--- src/rtl/stby_pkg.sv ---
package stby_pkg;
  typedef struct packed {
    logic stop;
    logic halt;
  } mode_t;

  localparam mode_t MODE_POR = '{stop: 1'b0, halt: 1'b1};
endpackage

--- src/rtl/stby_rst_sync.sv ---
module stby_rst_sync #(
  parameter int STAGES = 2
) (
  input  logic clk,
  input  logic rst,
  input  logic pin,
  output logic rst_s,
  output logic fall
);
  localparam int LAST = STAGES - 1;

  logic [LAST:0] chain;
  logic          prev_q;

  generate
    for (genvar g = 0; g < STAGES; g++) begin : g_stage
      if (g == 0) begin : g_first
        always_ff @(posedge clk) begin
          if (rst) chain[g] <= 1'b1;
          else     chain[g] <= pin;
        end
      end else begin : g_next
        always_ff @(posedge clk) begin
          if (rst) chain[g] <= 1'b1;
          else     chain[g] <= chain[g-1];
        end
      end
    end
  endgenerate

  always_ff @(posedge clk) begin
    if (rst) prev_q <= 1'b1;
    else     prev_q <= chain[LAST];
  end

  assign rst_s = chain[LAST];
  assign fall  = prev_q & ~chain[LAST];

  // the falling-edge pulse lasts exactly one cycle
  a_r7_fall_single: assert property (@(posedge clk) disable iff (rst)
    fall |=> !fall);
endmodule

--- src/rtl/stby_mode_ff.sv ---
module stby_mode_ff
  import stby_pkg::*;
(
  input  logic  clk,
  input  logic  rst,
  input  logic  rst_s,
  input  logic  fall,
  input  logic  stop_req,
  input  logic  halt_req,
  input  logic  halt_release,
  output mode_t mode
);
  mode_t mode_d;

  always_comb begin
    mode_d = mode;
    if (rst_s) begin
      mode_d.stop = 1'b0;
      mode_d.halt = 1'b1;
    end else begin
      if (stop_req) mode_d.stop = 1'b1;
      if (fall)              mode_d.halt = 1'b0;
      else if (halt_req)     mode_d.halt = 1'b1;
      else if (halt_release) mode_d.halt = 1'b0;
    end
  end

  always_ff @(posedge clk) begin
    if (rst) mode <= MODE_POR;
    else     mode <= mode_d;
  end

  // synchronised RESET forces halt on and stop off
  a_r8_reset_forces: assert property (@(posedge clk) disable iff (rst)
    rst_s |=> (mode.halt && !mode.stop));
  // stop is sticky until RESET
  a_r4_stop_sticky: assert property (@(posedge clk) disable iff (rst)
    (mode.stop && !rst_s) |=> mode.stop);
  // a halt strobe beats a release in the same cycle
  a_r6_halt_wins: assert property (@(posedge clk) disable iff (rst)
    (!rst_s && !fall && halt_req) |=> mode.halt);
  // the RESET fall clears halt
  a_r7_fall_clears: assert property (@(posedge clk) disable iff (rst)
    fall |=> !mode.halt);
endmodule

--- src/rtl/stby_half_div.sv ---
module stby_half_div
  import stby_pkg::*;
(
  input  logic  clk,
  input  logic  rst,
  input  mode_t mode,
  output logic  osc_run,
  output logic  sys_en,
  output logic  cpu_en
);
  logic phase_q;
  logic running;

  assign running = !mode.stop && !mode.halt;

  always_ff @(posedge clk) begin
    if (rst) begin
      phase_q <= 1'b0;
      osc_run <= 1'b1;
      sys_en  <= 1'b1;
      cpu_en  <= 1'b0;
    end else begin
      if (running) phase_q <= ~phase_q;
      osc_run <= !mode.stop;
      sys_en  <= !mode.stop;
      cpu_en  <= running && phase_q;
    end
  end

  // never two CPU enables back to back
  a_r9_no_back_to_back: assert property (@(posedge clk) disable iff (rst)
    cpu_en |=> !cpu_en);
  // stop removes every enable one edge later
  a_r3_stop_gates: assert property (@(posedge clk) disable iff (rst)
    mode.stop |=> (!osc_run && !sys_en && !cpu_en));
  // halt keeps system enable, removes CPU enable
  a_r5_halt_gates: assert property (@(posedge clk) disable iff (rst)
    (mode.halt && !mode.stop) |=> (sys_en && !cpu_en));
endmodule

--- src/rtl/stby_clk_ctrl.sv ---
module stby_clk_ctrl
  import stby_pkg::*;
#(
  parameter int SYNC_STAGES = 2
) (
  input  logic clk,
  input  logic rst,
  input  logic reset_pin,
  input  logic stop_req,
  input  logic halt_req,
  input  logic halt_release,
  output logic osc_run,
  output logic sys_clk_en,
  output logic cpu_clk_en,
  output logic stop_mode,
  output logic halt_mode
);
  logic  rst_s;
  logic  rst_fall;
  mode_t mode;

  stby_rst_sync #(.STAGES(SYNC_STAGES)) u_sync (
    .clk   (clk),
    .rst   (rst),
    .pin   (reset_pin),
    .rst_s (rst_s),
    .fall  (rst_fall)
  );

  stby_mode_ff u_mode (
    .clk          (clk),
    .rst          (rst),
    .rst_s        (rst_s),
    .fall         (rst_fall),
    .stop_req     (stop_req),
    .halt_req     (halt_req),
    .halt_release (halt_release),
    .mode         (mode)
  );

  stby_half_div u_div (
    .clk     (clk),
    .rst     (rst),
    .mode    (mode),
    .osc_run (osc_run),
    .sys_en  (sys_clk_en),
    .cpu_en  (cpu_clk_en)
  );

  assign stop_mode = mode.stop;
  assign halt_mode = mode.halt;

  // held RESET keeps the CPU enable low
  a_r11_quiet_in_reset: assert property (@(posedge clk) disable iff (rst)
    (rst_s && halt_mode) |=> !cpu_clk_en);
endmodule

--- config.mk ---
export PLATFORM = sky130hd
export DESIGN_NAME = stby_clk_ctrl
export DESIGN_NICKNAME = d
export VERILOG_FILES = /design/src/rtl/stby_pkg.sv /design/src/rtl/stby_rst_sync.sv /design/src/rtl/stby_mode_ff.sv /design/src/rtl/stby_half_div.sv /design/src/rtl/stby_clk_ctrl.sv
export SDC_FILE = /design/constraint.sdc
export NUM_CORES = 1
export LEC_CHECK = 0
export ABC_AREA = 1
export BUFFER_PORTS_ARGS = -buffer_cell sky130_fd_sc_hd__clkbuf_2
export CAP_MARGIN = 5
export CELL_PAD_IN_SITES_DETAIL_PLACEMENT = 2
export CELL_PAD_IN_SITES_GLOBAL_PLACEMENT = 2
export CORE_AREA = 2 2 39 41
export DETAILED_ROUTE_END_ITERATION = 16
export DIE_AREA = 0 0 41 43
export PLACE_DENSITY = 0.69
export SETUP_SLACK_MARGIN = 0.2
export SLEW_MARGIN = 20
export SYNTH_ARGS = -nofsm -noshare
export SYNTH_HDL_FRONTEND = slang
export SYNTH_SLANG_ARGS = --single-unit
--- constraint.sdc ---
create_clock -name clk -period 2.3 [get_ports clk]
set_clock_uncertainty 0.15 [all_clocks]
set_input_delay 0.345 -clock clk [delete_from_list [all_inputs] [get_ports clk]]
set_output_delay 0.345 -clock clk [all_outputs]
set_load 0.005 [all_outputs]
==> flow_summary.yaml, run 1 <==
synthesis:
  synth_top_area_share_pct: 61.2
  synth_fp_nets: 36
  ys_ff_latch: 8
  ys_types: 9
  ys_warn_count: 0
  synth_area_um2: 262
  yosysSeqAreaShare_pct: 61.2
  yosysTopAreaCell: "dfxtp_1"
  synthCells: 30
  synthTopCellsByArea: "dfxtp_1 (61%), nand2_1 (8.6%), nor2_2 (7.2%)"
  synth_area_per_cell_um2: 8.72
critical_path:
  cp_cell_sequence: "clkbuf_2"
  slowest_delay_ns: 0.37
  reg2reg_from: "u_mode.mode[1]"
  cp-start-kind: "flop"
  path_class: "flop to primary output"
  cp.arrival_ns: 0.75
  cp_max_fo: 4
  cp_slowest_cell: "dfxtp_1"
  r2r_slack_ns: 1.42
  reg2reg_to: "u_div.phase_q"
  cp-startpoint: "u_mode.mode[1]"
  cpLargestDelayFamily: "flip-flops"
  cp-endpoint: "stop_mode"
  required_ns: 1.80
  path_depth: 1
  endpoint_kind: "primary output"
  reg2regPathDepth: 4
  crit_buf_inv: 1
finish:
  regArea_um2: 160
  layout_common_cells: "clkbuf_2 (10), dfxtp_1 (8), nand2_1 (6)"
  stdcell_count: 58
  final_nets: 50
  area_delta_synth_final_pct: 32.5
  diodes: 0
  drive_gt1_share_pct: 42.9
  multiInputGateArea_um2: 75.1
  fillers: 172
  layout_commonest_cell: "clkbuf_2"
clock_tree:
  path_clk_slew_ns: 0.05
  cts_tree: "done"
  post_cts_buffers: 0
  hold_buffers: 0
  cts_buffers: 3
  clk_latency_ns: 0.24
  h-tree-depth: 1
  cts_sinks: 8
  root_buffer: "clkbuf_4"
  clockBufferDepth: 2
  cts_resized: 0
sta:
  slew_headroom_pct: 90.8
  rsz0062_at_grt: "no"
  fmax_mhz: 804
  final_max_slew_viol_count: 0
  fin_crit_ns: 1.24
  setup_tns_ns: 0
  tightest_slew_ns: 0.138
  setup_viol: 0
  hold_violations: 0
  period_share_pct: 54.1
run_status:
  outcome: "completed"
global_routing:
  grt_pass1_wl_um: 855
  grt_max_degree: 6
  grt_usage_pct: 8.06
  gr-total-overflow: 0
  grt_pass1_vias: 237
  antenna_found_initial: 0
routing:
  vias: 209
  drt_iter0_drc: 1
  avgViaCountPerCell: 3.60
  wl_per_cell_um: 7.67
  drt_pass1_iterations: 2
  routed_wl_um: 445
  ant_nets: 0
  drc: 0
power_and_ir_drop:
  cellLeakagePower_uw: 0.000177
  power_density_mw_per_mm2: 747
  vdd_drop_max_mv: 0.271
die:
  io_pins: 11
  rows: 14
  die_h_um: 43
  start_util_pct: 18.9
  die_area_mm2: 0.00176
  die_width_um: 41
  core-area_mm2: 0.00138
worst_hold_path:
  holdCritPathClass: "input pin to flop"
place:
  portBuffers: 10
  gp_congestion: 0.637
  dp.cells: 55
job:
  maxCapViolCount: 0
-- worst min-delay path by stage --
stage / to / from / depth (start not counted) / slack (ns)
global route: u_sync.chain[0] / reset_pin / 2 / 0.13
CTS: u_sync.chain[0] / reset_pin / 2 / 0.12
global placement: u_sync.rst_s / u_sync.chain[0] / 1 / 0.24
detailed placement: u_sync.rst_s / u_sync.chain[0] / 1 / 0.24
finish: u_sync.chain[0] / reset_pin / 2 / 0.13
floorplan: u_sync.rst_s / u_sync.chain[0] / 1 / 0.23
-- kinds of logic after synthesis --
logic type             count (synthesis)  share of synthesized area (%)
buffers and inverters                  6                           10.0
and+or+nand+nor                       16                           28.7
DFF                                    8                           61.2
-- cells in the mapped netlist --
cell type  instances
buf_4              1
inv_1              4
nand2_1            6
inv_2              1
dfxtp_1            8
nor2_2             3
nand2_2            1
or2_1              2
nor2_1             4
-- final cells by class --
| class | instances | share of cell area (%) |
|---|---|---|
| clock buffer | 3 | 6.50 |
| timing repair buffer | 10 | 14.4 |
| sequential | 8 | 46.2 |
| tap | 16 | 5.78 |
| inverter | 5 | 5.42 |
| multi-input combinational | 16 | 21.7 |
-- per-stage QoR --
stage               utilization, %  area, um2  setup slack (ns)  power (uW)  hold WS [ns]
floorplan                        -        262              1.38         154         0.233
global placement              23.4        324              1.32         161         0.236
detailed placement            23.4        324              1.31         161         0.245
CTS                           25.0        347              1.04         266         0.122
global route                  25.0        347             0.992         277         0.129
finish                        25.0        347              1.06         259         0.132
-- routing by layer --
layer,wire [um],global-route usage (%),vias to the layer above
met5,0,0,-
met4,0,6.00,0
met3,36,6.28,0
met2,232,12.2,7
met1,175,6.51,92
li1,-,-,110
-- state kept, by name, indices dropped and copies added, names as in the netlist --
name and count:
u_sync.prev_q 1, u_sync.chain 1, u_div.phase_q 1, u_div.cpu_en 1, u_div.osc_run 1, u_sync.rst_s 1
u_mode.mode 2
-- power by group --
part | internal, uW | total (uW) | switching (uW)
registers | 143 | 144 | 1.80
logic | 6.81 | 13.4 | 6.63
clock network | 59.3 | 101 | 41.7
total | 209 | 259 | 50.1
(Power assumes the default switching activity.)
==> run 2: changes to the inputs <==
CORE_AREA = not set   (was 2 2 39 41)
CORE_MARGIN = 2   (was not set)
CORE_UTILIZATION = 19   (was not set)
DIE_AREA = not set   (was 0 0 41 43)
clock period = 1.1 ns   (was 2.3 ns; I/O delays follow)
==> run 2 against run 1 <==
The flow now finishes with violations (hold timing); via count rose by 8.6%; first-iteration DRC count down 100%; clock power grew 120%; highest routed layer is now met4.
==> flow_summary.yaml, run 2 (synthesis gave the netlist of run 1 again) <==
power_and_ir_drop:
  vdd_drop_max_mv: 0.503
  cellLeakagePower_uw: 0.000189
  power_density_mw_per_mm2: 1430
routing:
  wl_met2_um: 265
  drc: 0
  drt_pass1_iterations: 1
  routed-wl-met3_um: 38
  routed_wl_um: 511
  top_layer_used: "met4"
  avgViaCountPerCell: 3.85
  wl_per_cell_um: 8.66
  met1_length_um: 191
  ant_nets: 0
  drt_iter0_drc: 0
  vias: 227
finish:
  final_area_um2: 393
  final_nets: 52
  top_register: "u_mode.mode"
  layout_commonest_cell: "clkbuf_2"
  diodes: 0
  largest_register_ffs: 2
  area_delta_synth_final_pct: 50.2
  layout_common_cells: "clkbuf_2 (8), nand2_1 (5), inv_1 (4), dfxtp_2 (4), dfxtp_1 (4)"
  fillers: 165
  stdcell_count: 59
  drive_gt1_share_pct: 61.4
place:
  gp_congestion: 0.618
  dp.cells: 54
  portBuffers: 10
  post-dp-hpwl_um: 393
  place_area_um2: 323
  pre_cts_ws_ns: 0.195
sta:
  setup_tns_ns: 0
  setup_slack_ns: 0.0986
  setup_viol: 0
  fmax_mhz: 999
  whs_ns: -0.0628
  final_max_slew_viol_count: 0
  rsz0062_at_grt: "yes"
  hold_violations: 2
  slew_headroom_pct: 91.9
  tightest_slew_ns: 0.121
  fin_crit_ns: 1.00
  period_share_pct: 91.0
critical_path:
  reg2reg_from: "u_mode.mode[1]"
  cp_max_fo: 2
  cp.arrival_ns: 0.69
  cp-endpoint: "stop_mode"
  required_ns: 0.78
  cp-start-kind: "flop"
  cpLargestDelayFamily: "flip-flops"
  reg2reg_to: "u_div.phase_q"
  r2r_slack_ns: 0.13
  cp_cell_sequence: "clkbuf_2"
  cp_slowest_cell: "dfxtp_2"
  reg2regPathDepth: 5
  cp-startpoint: "u_mode.mode[1]"
  path_depth: 1
  path_class: "flop to primary output"
  slowest_delay_ns: 0.33
  endpoint_kind: "primary output"
  crit_buf_inv: 1
clock_tree:
  cts_sinks: 8
  h-tree-depth: 1
  cts_tree: "done"
  root_buffer: "clkbuf_4"
  clk_latency_ns: 0.25
  path_clk_slew_ns: 0.05
  cts_buffers: 3
  clockBufferDepth: 2
global_routing:
  grt_pass1_vias: 191
  grt_pass1_wl_um: 848
  antenna_found_initial: 0
  gr-total-overflow: 0
  grt_max_degree: 6
  grt_usage_pct: 8.92
die:
  rows: 13
  die_area_mm2: 0.00169
  die_h_um: 41.1
  die_width_um: 41.1
  core-area_mm2: 0.00130
  io_pins: 11
  start_util_pct: 20.1
run_status:
  outcome: "finished with violations"
  violations: "hold timing"
worst_hold_path:
  min_from: "reset_pin"
  holdCritPathClass: "input pin to flop"
job:
  maxCapViolCount: 0
-- run 2: changes by cell type in the layout (fill, tap and decap cells not counted), sizes merged --
cell,previous run,this run
buf,0,4
clkbuf,13,11
-- run 2: per-stage QoR --
stage / total power, uW / utilization (%) / hold WS [ns]
after floorplan: 321 / - / 0.0867
after global placement: 335 / 24.8 / 0.193
after detailed placement: 336 / 24.8 / 0.199
after CTS: 571 / 28.4 / -0.0697
after global routing: 597 / 30.2 / -0.0619
final: 561 / 30.2 / -0.0628
-- run 2: final cells by class --
type / instances / area [um2] / area share [%]
Sequential cell: 8 / 165 / 42.0
Multi-Input combinational cell: 16 / 92.6 / 23.6
Timing Repair Buffer: 12 / 75.1 / 19.1
Clock buffer: 3 / 22.5 / 5.73
Inverter: 5 / 18.8 / 4.78
Tap cell: 15 / 18.8 / 4.78
-- run 2: where the power goes --
group / switching, uW / internal (uW) / leakage (uW) / total (uW)
combinational: 17.6 / 19.8 / 0.000110 / 37.4
clock: 97.4 / 125 / 0.0000138 / 222
sequential: 3.33 / 298 / 0.0000654 / 302
-- run 2: per-layer routing --
layer / track usage (%) / vias up
li1: - / 112
met1: 8.74 / 105
met2: 12.5 / 8
met3: 6.52 / 2
met4: 7.26 / 0
met5: 0 / -
-- run 2: how the worst min path moves through the flow --
stage | to | slack, ns | cells after the start
after floorplan | u_div.cpu_en | 0.09 | 1
after global placement | u_sync.chain[0] | 0.19 | 2
after detailed placement | u_sync.chain[0] | 0.20 | 2
after CTS | u_sync.chain[0] | -0.07 | 2
after global routing | u_sync.chain[0] | -0.06 | 2
final | u_sync.chain[0] | -0.06 | 2
-- run 2: repair_timing --
action                     CTS  global route
resized for setup            4             8
setup buffers                2             0
pin swaps                    1             1
setup endpoints to repair    6             9
hold endpoints to repair     3             2
gates cloned                 0             0
==> run 3: changes to the inputs <==
CELL_PAD_IN_SITES_DETAIL_PLACEMENT = 1   (was 2)
CELL_PAD_IN_SITES_GLOBAL_PLACEMENT = 1   (was 2)
CORE_AREA = 2 2 39 41   (was not set)
CORE_MARGIN = not set   (was 2)
CORE_UTILIZATION = not set   (was 19)
DIE_AREA = 0 0 41 43   (was not set)
PLACE_DENSITY = 0.59   (was 0.69)
==> run 3 against run 2 <==
The run still ends with hold timing left; sequential cell count is the same; cell count is 1.7% higher; sequential power barely moved; maximum frequency increased by 0.98%; register-to-register slack about the same; core utilization fell by 2.5 points; combinational power shrank 9.4%; via count down 2.6%; first-iteration DRC count stayed put; total power shrank 1.7%; sequential share of layout area up 1.1 points.
==> flow_summary.yaml, run 3 (synthesis gave the netlist of run 1 again) <==
clock_tree:
  cts_sinks: 8
  cts_buffers: 3
  clk_latency_ns: 0.25
  clockBufferDepth: 2
  h-tree-depth: 1
  cts_tree: "done"
  path_clk_slew_ns: 0.05
  root_buffer: "clkbuf_4"
global_routing:
  antenna_found_initial: 0
  grt_usage_pct: 8.35
  grt_pass1_wl_um: 903
  grt_max_degree: 6
  grt_pass1_vias: 230
  gr-total-overflow: 0
sta:
  fin_crit_ns: 0.992
  rsz0062_at_grt: "yes"
  slew_headroom_pct: 91.4
  whs_ns: -0.0555
  hold_violations: 3
  period_share_pct: 90.2
  final_max_slew_viol_count: 0
  setup_tns_ns: 0
  tightest_slew_ns: 0.129
  setup_viol: 0
  fmax_mhz: 1010
finish:
  largest_register_ffs: 2
  final_area_um2: 383
  fillers: 171
  area_delta_synth_final_pct: 46.4
  final_nets: 52
  post-route-util_pct: 27.7
  drive_gt1_share_pct: 59.1
  top_register: "u_mode.mode"
  layout_commonest_cell: "clkbuf_2"
  diodes: 0
power_and_ir_drop:
  vdd_drop_max_mv: 0.559
  power_uw: 551
  cellLeakagePower_uw: 0.000188
  power_density_mw_per_mm2: 1440
critical_path:
  path_depth: 1
  slowest_delay_ns: 0.31
  cp-start-kind: "flop"
  cp_max_fo: 2
  reg2reg_to: "u_div.phase_q"
  reg2regPathDepth: 5
  cp-endpoint: "osc_run"
  cp_slowest_cell: "dfxtp_2"
  cp_cell_sequence: "buf_2"
  cp.arrival_ns: 0.68
  cpLargestDelayFamily: "flip-flops"
  reg2reg_from: "u_mode.mode[1]"
  cp-startpoint: "u_div.osc_run"
  path_class: "flop to primary output"
  r2r_slack_ns: 0.14
  endpoint_kind: "primary output"
  crit_buf_inv: 1
  required_ns: 0.78
routing:
  drt_pass1_iterations: 1
  routed_wl_um: 430
  vias: 221
  avgViaCountPerCell: 3.68
  drt_iter0_drc: 0
  drc: 0
  ant_nets: 0
  wl_per_cell_um: 7.17
worst_hold_path:
  holdCritPathClass: "input pin to flop"
die:
  start_util_pct: 18.9
  die_area_mm2: 0.00176
  io_pins: 11
  core-area_mm2: 0.00138
  die_width_um: 41
  rows: 14
  die_h_um: 43
run_status:
  violations: "hold timing"
  outcome: "finished with violations"
job:
  maxCapViolCount: 0
place:
  portBuffers: 10
  gp_congestion: 0.612
  place_area_um2: 324
run 3: routing by layer:
metal | global-route usage [%] | up-vias | share of wire (%)
li1 | - | 114 | -
met1 | 9.06 | 95 | 43
met2 | 10.6 | 12 | 41
met3 | 9.42 | 0 | 16
met4 | 2.00 | 0 | 0
met5 | 0 | - | 0
run 3: cell type report:
cell class	instances	area [um2]	area share, %
sequential	8	165	43.1
multi-input combinational	16	85.1	22.2
timing repair buffer	12	71.3	18.6
clock buffer	3	22.5	5.88
tap	16	20.0	5.23
inverter	5	18.8	4.90
run 3: per-stage QoR:
stage / setup slack [ns] / cells
2_1_floorplan: 0.248 / 30
6_report: 0.108 / 60
3_3_place_gp: 0.224 / 55
3_5_place_dp: 0.208 / 55
4_1_cts: 0.0975 / 60
5_1_grt: 0.0578 / 60
run 3: repair_timing:
action                                  in CTS  in global routing
gates cloned                                 0                  0
endpoints found under the setup margin       5                  8
pin swaps                                    0                  1
setup buffers                                2                  0
endpoints found under the hold margin        3                  3
gates resized for setup                      3                  7
run 3: where the power goes:
group	switching (uW)	internal, uW
Combinational	16.4	17.5
Clock	91.7	124
Sequential	2.97	299
run 3: worst min path at each step:
stage	from	end	slack, ns	cells after the start
2_1_floorplan	rst	u_div.cpu_en	0.09	1
3_3_place_gp	reset_pin	u_sync.chain[0]	0.19	2
3_5_place_dp	reset_pin	u_sync.chain[0]	0.20	2
4_1_cts	reset_pin	u_sync.chain[0]	-0.06	2
5_1_grt	reset_pin	u_sync.chain[0]	-0.04	2
6_report	reset_pin	u_sync.chain[0]	-0.06	2
